### config.mk
export PLATFORM = sky130hd
export DESIGN_NAME = uart_modem_ctl
export DESIGN_NICKNAME = d
export VERILOG_FILES = /design/src/rtl/uart_modem_pkg.sv /design/src/rtl/modem_sync.sv /design/src/rtl/modem_delta.sv /design/src/rtl/uart_modem_ctl.sv
export SDC_FILE = /design/constraint.sdc
export NUM_CORES = 1
export LEC_CHECK = 0
export CORE_MARGIN = 3
export CORE_UTILIZATION = 38
export DETAILED_ROUTE_END_ITERATION = 6
export GPL_ROUTABILITY_DRIVEN = 0
export PLACE_DENSITY = 0.76
export SYNTH_ARGS = -nofsm -noshare
export SYNTH_HDL_FRONTEND = slang
export SYNTH_SLANG_ARGS = --single-unit
### constraint.sdc
create_clock -name clk -period 1.5 [get_ports clk]
set_input_delay 0.45 -clock clk [delete_from_list [all_inputs] [get_ports clk]]
set_output_delay 0.45 -clock clk [all_outputs]
set_load 0.02 [all_outputs]
### src/rtl/uart_modem_pkg.sv
package uart_modem_pkg;
  localparam int MODEM_LINES = 4;
  localparam int CTL_BITS    = 5;

  // Control byte, bit 4 (loop) down to bit 0 (dtr).
  typedef struct packed {
    logic loop;
    logic out2;
    logic out1;
    logic rts;
    logic dtr;
  } mctl_t;

  // Line levels, bit 3 (dcd) down to bit 0 (cts).
  typedef struct packed {
    logic dcd;
    logic ri;
    logic dsr;
    logic cts;
  } mline_t;
endpackage

### src/rtl/modem_sync.sv
module modem_sync #(
  parameter int WIDTH  = 4,
  parameter int STAGES = 2
) (
  input  logic             clk,
  input  logic             rst_n,
  input  logic [WIDTH-1:0] d,
  output logic [WIDTH-1:0] q
);
  logic [STAGES-1:0][WIDTH-1:0] stage_q;

  generate
    for (genvar s = 0; s < STAGES; s++) begin : g_stage
      always_ff @(posedge clk or negedge rst_n) begin
        if (!rst_n) stage_q[s] <= '0;
        else if (s == 0) stage_q[s] <= d;
        else stage_q[s] <= stage_q[(s == 0) ? 0 : s-1];
      end
    end
  endgenerate

  assign q = stage_q[STAGES-1];
endmodule

### src/rtl/modem_delta.sv
module modem_delta
  import uart_modem_pkg::*;
(
  input  logic                   clk,
  input  logic                   rst_n,
  input  mline_t                 lvl,
  input  logic                   clr_rd,
  output logic [MODEM_LINES-1:0] delta
);
  mline_t                 prev_q;
  logic [MODEM_LINES-1:0] delta_q, delta_d, set_v, chg;

  always_comb begin
    chg      = lvl ^ prev_q;
    set_v    = chg;
    // Ring change flags only on the trailing edge.
    set_v[2] = prev_q.ri & ~lvl.ri;
    // A set in the read cycle wins over the clear.
    delta_d  = (delta_q & ~{MODEM_LINES{clr_rd}}) | set_v;
  end

  always_ff @(posedge clk or negedge rst_n) begin
    if (!rst_n) begin
      prev_q  <= '0;
      delta_q <= '0;
    end else begin
      prev_q  <= lvl;
      delta_q <= delta_d;
    end
  end

  assign delta = delta_q;
endmodule

### src/rtl/uart_modem_ctl.sv
module uart_modem_ctl
  import uart_modem_pkg::*;
#(
  parameter int SYNC_STAGES = 2
) (
  input  logic       clk,
  input  logic       rst_n,
  input  logic       ctl_wr,
  input  logic [7:0] ctl_wdata,
  output logic [7:0] ctl_rdata,
  input  logic       sts_rd,
  output logic [7:0] sts_rdata,
  input  logic       cts_i,
  input  logic       dsr_i,
  input  logic       ri_i,
  input  logic       dcd_i,
  input  logic       tx_sdata,
  input  logic       ext_sin,
  output logic       dtr_o,
  output logic       rts_o,
  output logic       out1_o,
  output logic       out2_o,
  output logic       sout_o,
  output logic       rx_sin_o,
  output logic       msi_req_o
);
  localparam int RSVD_BITS = 8 - CTL_BITS;

  mctl_t                  ctl_q, ctl_d;
  mline_t                 ext_raw, ext_sync, lvl;
  logic [MODEM_LINES-1:0] delta;
  logic [RSVD_BITS-1:0]   unused_rsvd;

  assign unused_rsvd = ctl_wdata[7:CTL_BITS];

  // Control register: next state, then register with explicit enable.
  always_comb begin
    ctl_d = ctl_q;
    if (ctl_wr) ctl_d = mctl_t'(ctl_wdata[CTL_BITS-1:0]);
  end

  always_ff @(posedge clk or negedge rst_n) begin
    if (!rst_n) ctl_q <= '0;
    else        ctl_q <= ctl_d;
  end

  assign ctl_rdata = {{RSVD_BITS{1'b0}}, ctl_q};

  // Handshake outputs, parked inactive in loopback.
  always_comb begin
    dtr_o  = ctl_q.dtr  & ~ctl_q.loop;
    rts_o  = ctl_q.rts  & ~ctl_q.loop;
    out1_o = ctl_q.out1 & ~ctl_q.loop;
    out2_o = ctl_q.out2 & ~ctl_q.loop;
  end

  // Serial wrap.
  assign sout_o   = ctl_q.loop ? 1'b1     : tx_sdata;
  assign rx_sin_o = ctl_q.loop ? tx_sdata : ext_sin;

  // Input synchroniser.
  assign ext_raw = '{dcd: dcd_i, ri: ri_i, dsr: dsr_i, cts: cts_i};

  modem_sync #(.WIDTH(MODEM_LINES), .STAGES(SYNC_STAGES)) u_sync (
    .clk   (clk),
    .rst_n (rst_n),
    .d     (ext_raw),
    .q     (ext_sync)
  );

  // Level source: external pins or wrapped control bits.
  always_comb begin
    if (ctl_q.loop)
      lvl = '{dcd: ctl_q.out2, ri: ctl_q.out1, dsr: ctl_q.dtr, cts: ctl_q.rts};
    else
      lvl = ext_sync;
  end

  modem_delta u_delta (
    .clk    (clk),
    .rst_n  (rst_n),
    .lvl    (lvl),
    .clr_rd (sts_rd),
    .delta  (delta)
  );

  assign sts_rdata = {lvl, delta};
  assign msi_req_o = |delta;
endmodule

# Yosys cells after proc, flatten, opt, wreduce, memory -nomap -nowiden
# Cells that the tools add are included.
# totals
reg_bits	21
in_bits	18
output_inout_bits	23
word_cells	27
# classes
muxes	3
bitwise_logic	11
n_reduce_logical	1
# op_table
cell	count
1-bit AND	5
4-bit AND	1
4-bit 2-to-1 mux	1
4-bit NOT	1
4-bit bitwise OR	1
4-bit OR reduction	1
4-bit bitwise XOR	1
1-bit 2-to-1 mux	2
1-bit NOT	2

# Logic depth before layout (Yosys ltp)
# Gate-level depths: netlist of the first run.
# logic_depth
depth_word	4
ltp_mapped	4

# Cells and area by module
# A second synthesis of the first run with hierarchy kept.
# unflattened
hier_cells	58
hier_area_um2	810.8
# modules_own_cells
mod	instances	cells_per_inst	area_each_um2
uart_modem_ctl	1	26	314.1
modem_delta	1	20	266.5
modem_sync	1	12	230.2

# Worst setup path before layout of the first run
# OpenSTA, ideal clock, no wires.
# synth_timing
kind	reg2out
from	reg u_delta.delta_q[1], in the netlist u_delta.delta[1]
to	out msi_req_o
arrival_ns	1.092
slack_ns	-0.042
stages_incl_launch_ff	2
n_path_buf	0
path_cell_list	dfrtp_1 -> or4_1
# synth_between
elab_chain_cells	1
# synth_rtl
element	line	text
from (decl)	modem_delta.sv:11	logic [MODEM_LINES-1:0] delta_q, delta_d, set_v, chg;
from (signal assigned)	modem_delta.sv:28	delta_q <= delta_d;
4-bit OR reduction	uart_modem_ctl.sv:88	assign msi_req_o = |delta;
to (decl)	uart_modem_ctl.sv:25	output logic msi_req_o
# No other way between the ends.

# Worst setup path in the final report of the first run
# layout_timing
from	reg u_delta.delta_q[3], in the netlist u_delta.delta[3]
to	out msi_req_o
# The elaborated chain is that of the path after synthesis.

==> flow_summary.yaml, run 1 <==
finish:
  fillers: 155
  syn2layout_area_growth_pct: 61.70
  num_antenna_cells: 0
  mostFrequentLayoutCells: "dfrtp_1, buf_6, clkdlybuf4s50_1"
  regArea_sq_um: 526.8
  multi_input_area_sq_um: 281.5
  nNetsFinal: 126
  finish.instance_area_sq_um: 1331
  layout_commonest_cell: "dfrtp_1"
  fin_util_pct: 66.50
  drive_above_1_share_pct: 52.34
setup_path:
  r2r-start: "ctl_rdata[4]"
  critPathRequiredTime_ns: 1.05
  arrival_ns: 1.36
  worst_path_max_delay_cell: "or4_4"
  critical_path.max_stage_delay_ns: 0.53
  critPathTopFamily: "simple AND/OR/NAND/NOR gates"
  rr_worst_depth: 5
  critPathCaptureType: "primary output"
  worstPathCellList: "or4_4 > buf_6"
  critPathBufInv: 1
  worstPathMaxFanout: 2
  path_class: "reg2out"
  reg2reg_slack_ns: 0.14
  reg2reg_to: "u_delta.delta[0]"
  crit_path_start_kind: "register"
sta:
  final.period_utilization_pct: 120.5
  rsz0062_at_grt: "true"
  setup_viol: 12
  min_period_ns: 1.808
  hold_viol_final: 0
  finalSetupTns_ns: -2.671
  fmax_mhz: 553.2
  fin_worst_skew_ns: 0.003810
  slew_violations: 0
  final.setup.worst_slack_ns: -0.3077
placed_design:
  place_hpwl_microns: 1184
  place_ws_ns: -0.6228
  io_buffer_count: 34
  place_area_sq_um: 1257
synthesis:
  syn-instance-count: 57
  synth_top_area_share_pct: 63.83
  synth_area_sq_um: 823.3
  synthDistinctLibCells: 15
  avgSynthCellArea_sq_um: 14.44
  synthTopCellsByArea: "dfrtp_1, mux2_2, nor2b_1, and2b_2, mux2_4"
  yosysSeqAreaShare_pct: 63.83
  synth-seq-cells: 21
  yosys.area.top_type: "dfrtp_1"
  synth-warning-count: 0
grt:
  grt_start_max_net_pins: 22
  grt_overflow: 0
  grt_pass1_vias: 582
  grt.total_usage_pct: 13.28
  grt_pass1_wl_microns: 2622
  antenna_found_initial: 0
worst_hold_path:
  hold_path_depth: 0
  hold_path_class: "reg2reg"
  hold_start: "u_sync.stage_q[1]"
  min_to: "u_sync.q[1]"
cts:
  clkSinkCount: 21
  cts_tree: "built"
  worst_skew_pair.late_latency_ns: 0.29
  cts_buffer_depth: 2
  clk_pin_slew_ns: 0.11
  cts_buffers: 3
  h-tree-depth: 1
  cts_root_buffer: "clkbuf_4"
detailed_routing:
  avgRoutedWirePerCell_microns: 12.34
  drt_iter0_drc: 2
  drc: 0
  wirelength_microns: 1654
  vias: 570
  antenna_left: 0
  avgViaCountPerCell: 4.254
  firstDrtPassIters: 2
floorplan:
  core_sq_um: 2002
  die_width_microns: 52.55
  io_pins: 41
  rows: 16
  die_h_microns: 52.55
  start_util_pct: 41.13
  die_area_sq_um: 2761
run_status:
  status: "finished, violations left"
  violations: "negative setup slack"
run:
  max_cap_violations: 0
power:
  p_leak_nw: 0.6235
  ir_drop_uv: 731.7
  p_per_area_nw_per_um2: 1047
[synthesized netlist by cell type]
cell	n
buf_4	3
dfrtp_1	21
nor2b_1	6
nor3_1	1
mux2_2	8
nor3_2	2
o22ai_1	1
conb_1	1
and2b_2	4
mux2_4	2
a21oi_1	3
or2_2	1
inv_1	2
buf_6	1
or4_1	1
[flip-flops by register name, summed over array words and instances (netlist names)]
register and count:
ctl_rdata 5, u_delta.delta 4, u_delta.prev_q 4, u_sync.q 4, u_sync.stage_q 4
[logic make-up after synthesis]
group / after synthesis / share of synthesized area, %
AND/OR/NAND/NOR: 15 / 13.53
AO/OA/AOI/OAI: 4 / 2.584
other: 1 / 0.4555
multiplexers: 10 / 14.59
buffers and inverters: 6 / 5.015
flip-flops: 21 / 63.83
[stage by stage]
step	std cells	hold WS [ns]	power, mW
floorplan	59	0.1544	0.8735
global placement	127	0.3317	1.107
detailed placement	127	0.3347	1.120
CTS	134	0.3605	1.403
global route	134	0.3664	1.469
finish	134	0.3592	1.394
[worst max path at each step]
stage | cells past startpoint | from | end
6_report | 2 | u_delta.delta[3] | msi_req_o
3_3_place_gp | 3 | tx_sdata | sout_o
2_1_floorplan | 1 | u_delta.delta[1] | msi_req_o
5_1_grt | 2 | u_delta.delta[3] | msi_req_o
3_5_place_dp | 3 | tx_sdata | sout_o
4_1_cts | 2 | u_delta.delta[3] | msi_req_o
[layer usage]
layer,up-vias,routed length (microns),track usage [%]
met5,-,0,0
met4,0,0,5.106
met3,0,115,4.843
met2,22,907,22.31
met1,260,630,15.23
li1,288,-,-
[worst register-to-register path, delay by kind of cell (launching register included)]
kind                   cells  cell delay (ns)
AND/OR/NAND/NOR            1             0.15
buffers and inverters      2             0.29
AO/OA/AOI/OAI              1             0.06
flip-flops                 1             0.46
multiplexers               1             0.30
[what timing repair did]
| action | 4_1_cts | 5_1_grt |
|---|---|---|
| hold buffers | 0 | 0 |
| endpoints found under the setup margin | 20 | 16 |
| pin swaps | 2 | 0 |
| buffers inserted | 4 | 1 |
| resized for setup | 106 | 11 |
[report_power, final]
part	total, mW	leakage, nW	switching (mW)	internal (mW)
clock network	0.262	0.0150	0.158	0.103
registers	0.660	0.241	0.0360	0.624
logic	0.472	0.367	0.206	0.266
[cell type report]
class,instances,area share [%]
Multi-Input combinational cell,32,21.15
Tap cell,27,2.538
Sequential cell,21,39.57
Timing Repair Buffer,48,34.21
Clock buffer,4,1.974
Inverter,2,0.5639
(Power assumes the default switching activity.)
==> run 2, diff against run 1 <==
--- a/config.mk
+++ b/config.mk
@@ -10,6 +10,8 @@
 export DETAILED_ROUTE_END_ITERATION = 6
 export GPL_ROUTABILITY_DRIVEN = 0
 export PLACE_DENSITY = 0.76
+export REMOVE_ABC_BUFFERS = 1
+export SLEW_MARGIN = 20
 export SYNTH_ARGS = -nofsm -noshare
 export SYNTH_HDL_FRONTEND = slang
 export SYNTH_SLANG_ARGS = --single-unit
==> run 2 against run 1 <==
Against the previous run: the flow still finishes with violations (negative setup slack); clock-buffer cell count unchanged; core utilization increased by 0.44 points; non-clock buffer count increased by 3; fmax increased by 0.25%; worst hold slack got worse by 0.00068 ns; via count increased by 7.9%; die area unchanged; clock power decreased by 3%; combinational power about the same; flip-flop and latch count unchanged; global-route usage decreased by 0.24 points; critical endpoint unchanged; largest cell class unchanged; largest power group unchanged; highest routed layer unchanged.
==> flow_summary.yaml, run 2 (synthesized netlist as in run 1, its figures left out) <==
worst_hold_path:
  hold_path_class: "reg2reg"
  hold_start: "u_sync.stage_q[1]"
cts:
  cts_root_buffer: "clkbuf_4"
  clkSinkCount: 21
  h-tree-depth: 1
  cts_tree: "built"
  clk_pin_slew_ns: 0.11
  worst_skew_pair.late_latency_ns: 0.29
  cts_buffer_depth: 2
  cts_buffers: 3
detailed_routing:
  avgRoutedWirePerCell_microns: 12.02
  wl_met3_microns: 163
  met2_wirelength_microns: 805
  drc: 0
  avgViaCountPerCell: 4.489
  vias: 615
  antenna_left: 0
  drt_iter0_drc: 6
  met1_length_microns: 678
  firstDrtPassIters: 3
  top_layer_used: "met3"
  wirelength_microns: 1647
grt:
  grt_start_max_net_pins: 22
  antenna_found_initial: 0
  grt_pass1_wl_microns: 2718
  grt_overflow: 0
  grt_pass1_vias: 647
  grt.total_usage_pct: 13.04
setup_path:
  worst_path_max_delay_cell: "or4_4"
  worstPathMaxFanout: 2
  critical_path.max_stage_delay_ns: 0.53
  worstPathCellList: "or4_4 > buf_6"
  path_class: "reg2out"
  crit_path_start_kind: "register"
  critPathRequiredTime_ns: 1.05
  r2r-start: "ctl_rdata[4]"
  critPathCaptureType: "primary output"
  crit_start: "u_delta.delta[2]"
  arrival_ns: 1.35
power:
  p_leak_nw: 0.6386
  p_per_area_nw_per_um2: 1035
  ir_drop_uv: 705.8
sta:
  timing.hold.ws_ns: 0.3585
  hold_viol_final: 0
  min_period_ns: 1.803
  final.setup.worst_slack_ns: -0.3031
  rsz0062_at_grt: "true"
  fmax_mhz: 554.6
  final.period_utilization_pct: 120.2
  slew_violations: 0
  setup_viol: 12
  fin_worst_skew_ns: 0.002190
placed_design:
  place_ws_ns: -0.6276
  io_buffer_count: 34
  place_hpwl_microns: 1148
  place_area_sq_um: 1261
floorplan:
  start_util_pct: 41.13
  die_area_sq_um: 2761
  die_h_microns: 52.55
  io_pins: 41
  core_sq_um: 2002
  die_width_microns: 52.55
  rows: 16
finish:
  layout_commonest_cell: "dfrtp_1"
  nNetsFinal: 129
  fillers: 146
  largest_reg_flops: 5
  syn2layout_area_growth_pct: 62.77
  drive_above_1_share_pct: 53.64
  num_antenna_cells: 0
  mostFrequentLayoutCells: "dfrtp_1, buf_6, clkdlybuf4s50_1"
  finish.instance_area_sq_um: 1340
run:
  max_cap_violations: 0
run_status:
  violations: "negative setup slack"
  status: "finished, violations left"
## run 2: cell count changes in the layout (fill, tap and decap cells not counted), sizes merged
cell,before,now
buf,31,35
clkbuf,7,6
dlymetal6s2s,0,1
dlygate4sd2,1,0
## run 2: final timing paths
check	to	slack, ns	cells after the start
max	msi_req_o	-0.30	2
min	u_sync.q[1]	0.36	0
max reg2reg	u_delta.delta[0]	0.06	6
min reg2reg	u_sync.q[1]	0.36	0
max in group asynchronous	ctl_rdata[4]	0.74	2
min in group asynchronous	u_sync.stage_q[3]	0.53	2
## run 2: critical path, delay by kind of cell (launching register included)
family                 cells  cell delay (ns)
buffers and inverters      1             0.15
DFF                        1             0.39
and+or+nand+nor            1             0.53
## run 2: per-stage QoR
stage | setup TNS (ns) | power (mW) | util [%] | instances
3_3_place_gp | -5.109 | 1.108 | 63.00 | 128
4_1_cts | -2.637 | 1.389 | 66.13 | 135
2_1_floorplan | -0.04745 | 0.8590 | - | 55
3_5_place_dp | -5.137 | 1.119 | 63.00 | 128
6_report | -2.688 | 1.387 | 66.94 | 137
5_1_grt | -3.144 | 1.462 | 66.94 | 137
## run 2: final cells by class
cell class | count | area, sq um | share of cell area [%]
Multi-Input combinational cell | 32 | 281.5 | 21.01
Tap cell | 27 | 33.78 | 2.521
Inverter | 2 | 7.507 | 0.5602
Sequential cell | 21 | 526.8 | 39.31
Clock buffer | 4 | 26.28 | 1.961
Timing Repair Buffer | 51 | 464.2 | 34.64
## run 2: what timing repair did
action | CTS | global route
cloned | 0 | 0
endpoints found under the setup margin | 20 | 14
setup buffers | 3 | 2
hold buffers | 0 | 0
resized for setup | 110 | 6
pin swaps | 2 | 0
## run 2: per-layer routing
metal | track usage [%] | vias up
met3 | 3.704 | 0
li1 | - | 290
met1 | 15.78 | 294
met4 | 1.277 | 0
met2 | 23.55 | 31
met5 | 0 | -
## run 2: power breakdown
group	switching [mW]	internal, mW
Clock	0.152	0.103
Sequential	0.0342	0.624
Combinational	0.209	0.265
Total	0.395	0.992
==> run 3, diff against run 2 <==
--- a/config.mk
+++ b/config.mk
@@ -5,10 +5,9 @@
 export SDC_FILE = /design/constraint.sdc
 export NUM_CORES = 1
 export LEC_CHECK = 0
-export CORE_MARGIN = 3
+export CORE_ASPECT_RATIO = 0.9
 export CORE_UTILIZATION = 38
 export DETAILED_ROUTE_END_ITERATION = 6
-export GPL_ROUTABILITY_DRIVEN = 0
 export PLACE_DENSITY = 0.76
 export REMOVE_ABC_BUFFERS = 1
 export SLEW_MARGIN = 20
==> run 3 against run 2 <==
Against the previous run: via count shrank 0.81%; die area shrank 15%; first-iteration DRC count fell by 50%; sequential power barely moved; the run still ends with negative setup slack left; global-route usage is 1.6 points higher; clock-buffer cell count stayed put; combinational power up 2%; clock skew is 0.0012 ns higher; wire length is 5.9% lower.
==> flow_summary.yaml, run 3 (synthesized netlist as in run 1, its figures left out) <==
run_status:
  status: "finished, violations left"
  violations: "negative setup slack"
sta:
  finalSetupTns_ns: -2.761
  final.period_utilization_pct: 121.5
  final.setup.worst_slack_ns: -0.3226
  fmax_mhz: 548.7
  timing.hold.ws_ns: 0.3571
  fin_worst_skew_ns: 0.003409
  rsz0062_at_grt: "true"
  hold_viol_final: 0
  min_period_ns: 1.823
  setup_viol: 13
  slew_violations: 0
cts:
  cts_buffer_depth: 2
  cts_root_buffer: "clkbuf_4"
  clkSinkCount: 21
  h-tree-depth: 1
  worst_skew_pair.late_latency_ns: 0.29
  cts_tree: "built"
  cts_buffers: 3
  clk_pin_slew_ns: 0.11
placed_design:
  place_area_sq_um: 1259
  place_hpwl_microns: 1076
  place.gp.congestion: 0.6629
  place_ws_ns: -0.6382
  io_buffer_count: 34
  dp_cells: 126
finish:
  finish.instance_area_sq_um: 1350
  num_antenna_cells: 0
  stdcell_count: 135
  syn2layout_area_growth_pct: 63.98
  fillers: 141
  largest_reg_flops: 5
  multi_input_area_sq_um: 281.5
  mostFrequentLayoutCells: "dfrtp_1, buf_6, clkdlybuf4s50_1"
  regArea_sq_um: 526.8
  layout_commonest_cell: "dfrtp_1"
  drive_above_1_share_pct: 52.73
  nNetsFinal: 129
  fin_util_pct: 68.51
setup_path:
  reg2reg_to: "u_delta.delta[1]"
  crit_path_start_kind: "register"
  arrival_ns: 1.37
  critPathCaptureType: "primary output"
  worstPathMaxFanout: 2
  path_class: "reg2out"
  critPathRequiredTime_ns: 1.05
  r2r-start: "ctl_rdata[4]"
  reg2reg_slack_ns: 0.16
  rr_worst_depth: 5
floorplan:
  die_h_microns: 46.16
  rows: 15
  io_pins: 41
  die_width_microns: 51.07
  core_sq_um: 1971
  die_area_sq_um: 2357
  start_util_pct: 41.78
grt:
  grt_overflow: 0
  antenna_found_initial: 0
  grt_pass1_wl_microns: 2463
  grt_pass1_vias: 605
  grt_start_max_net_pins: 22
  grt.total_usage_pct: 14.64
worst_hold_path:
  hold_path_class: "reg2reg"
  min_to: "u_sync.q[3]"
  hold_start: "u_sync.stage_q[3]"
  hold_path_depth: 0
detailed_routing:
  drc: 0
  drt_iter0_drc: 3
  avgViaCountPerCell: 4.519
  wirelength_microns: 1550
  antenna_left: 0
  vias: 610
  firstDrtPassIters: 3
  avgRoutedWirePerCell_microns: 11.48
run:
  max_cap_violations: 0
power:
  p_leak_nw: 0.6332
  p_per_area_nw_per_um2: 1038
  p_total_mw: 1.402
  ir_drop_uv: 835.7
[run 3: cell types whose count changed in the layout (fill, tap and decap cells not counted)]
| cell | before | now |
|---|---|---|
| buf_2 | 6 | 4 |
| buf_4 | 12 | 11 |
| buf_6 | 17 | 19 |
| clkdlybuf4s15_1 | 0 | 1 |
| clkdlybuf4s50_1 | 13 | 14 |
| dlymetal6s2s_1 | 1 | 0 |
[run 3: cell type report]
type	count	share of cell area, %
Multi-Input combinational cell	32	20.85
Timing Repair Buffer	51	35.31
Sequential cell	21	39.02
Inverter	2	0.5561
Clock buffer	4	1.946
Tap cell	25	2.317
[run 3: what timing repair did]
item,in CTS,in global routing
hold buffers,0,0
hold endpoints to repair,0,0
resized for setup,101,15
endpoints found under the setup margin,20,15
pin swaps,1,1
buffers inserted,3,2
[run 3: layer usage]
| layer | GRT usage (%) | vias to the layer above | wire [microns] |
|---|---|---|---|
| li1 | - | 292 | - |
| met1 | 15.79 | 286 | 612 |
| met2 | 27.63 | 30 | 826 |
| met3 | 3.300 | 2 | 97 |
| met4 | 6.667 | 0 | 14 |
| met5 | 0 | - | 0 |
[run 3: worst max path at each step]
| stage | from | end | slack, ns | cells after the start |
|---|---|---|---|---|
| global route | u_delta.delta[2] | msi_req_o | -0.37 | 2 |
| floorplan | u_delta.delta[1] | msi_req_o | -0.04 | 1 |
| CTS | u_delta.delta[1] | msi_req_o | -0.31 | 2 |
| detailed placement | tx_sdata | sout_o | -0.64 | 3 |
| finish | u_delta.delta[2] | msi_req_o | -0.32 | 2 |
| global placement | tx_sdata | sout_o | -0.61 | 3 |
[run 3: power by group]
| part | leakage (nW) | internal [mW] | switching [mW] |
|---|---|---|---|
| registers | 0.241 | 0.624 | 0.0368 |
| clock network | 0.0150 | 0.103 | 0.153 |
| logic | 0.377 | 0.277 | 0.208 |
[run 3: critical path: stages (launching register included)]
cell and delay, ns:
dfrtp_1 0.40, or4_4 0.54, buf_6 0.15
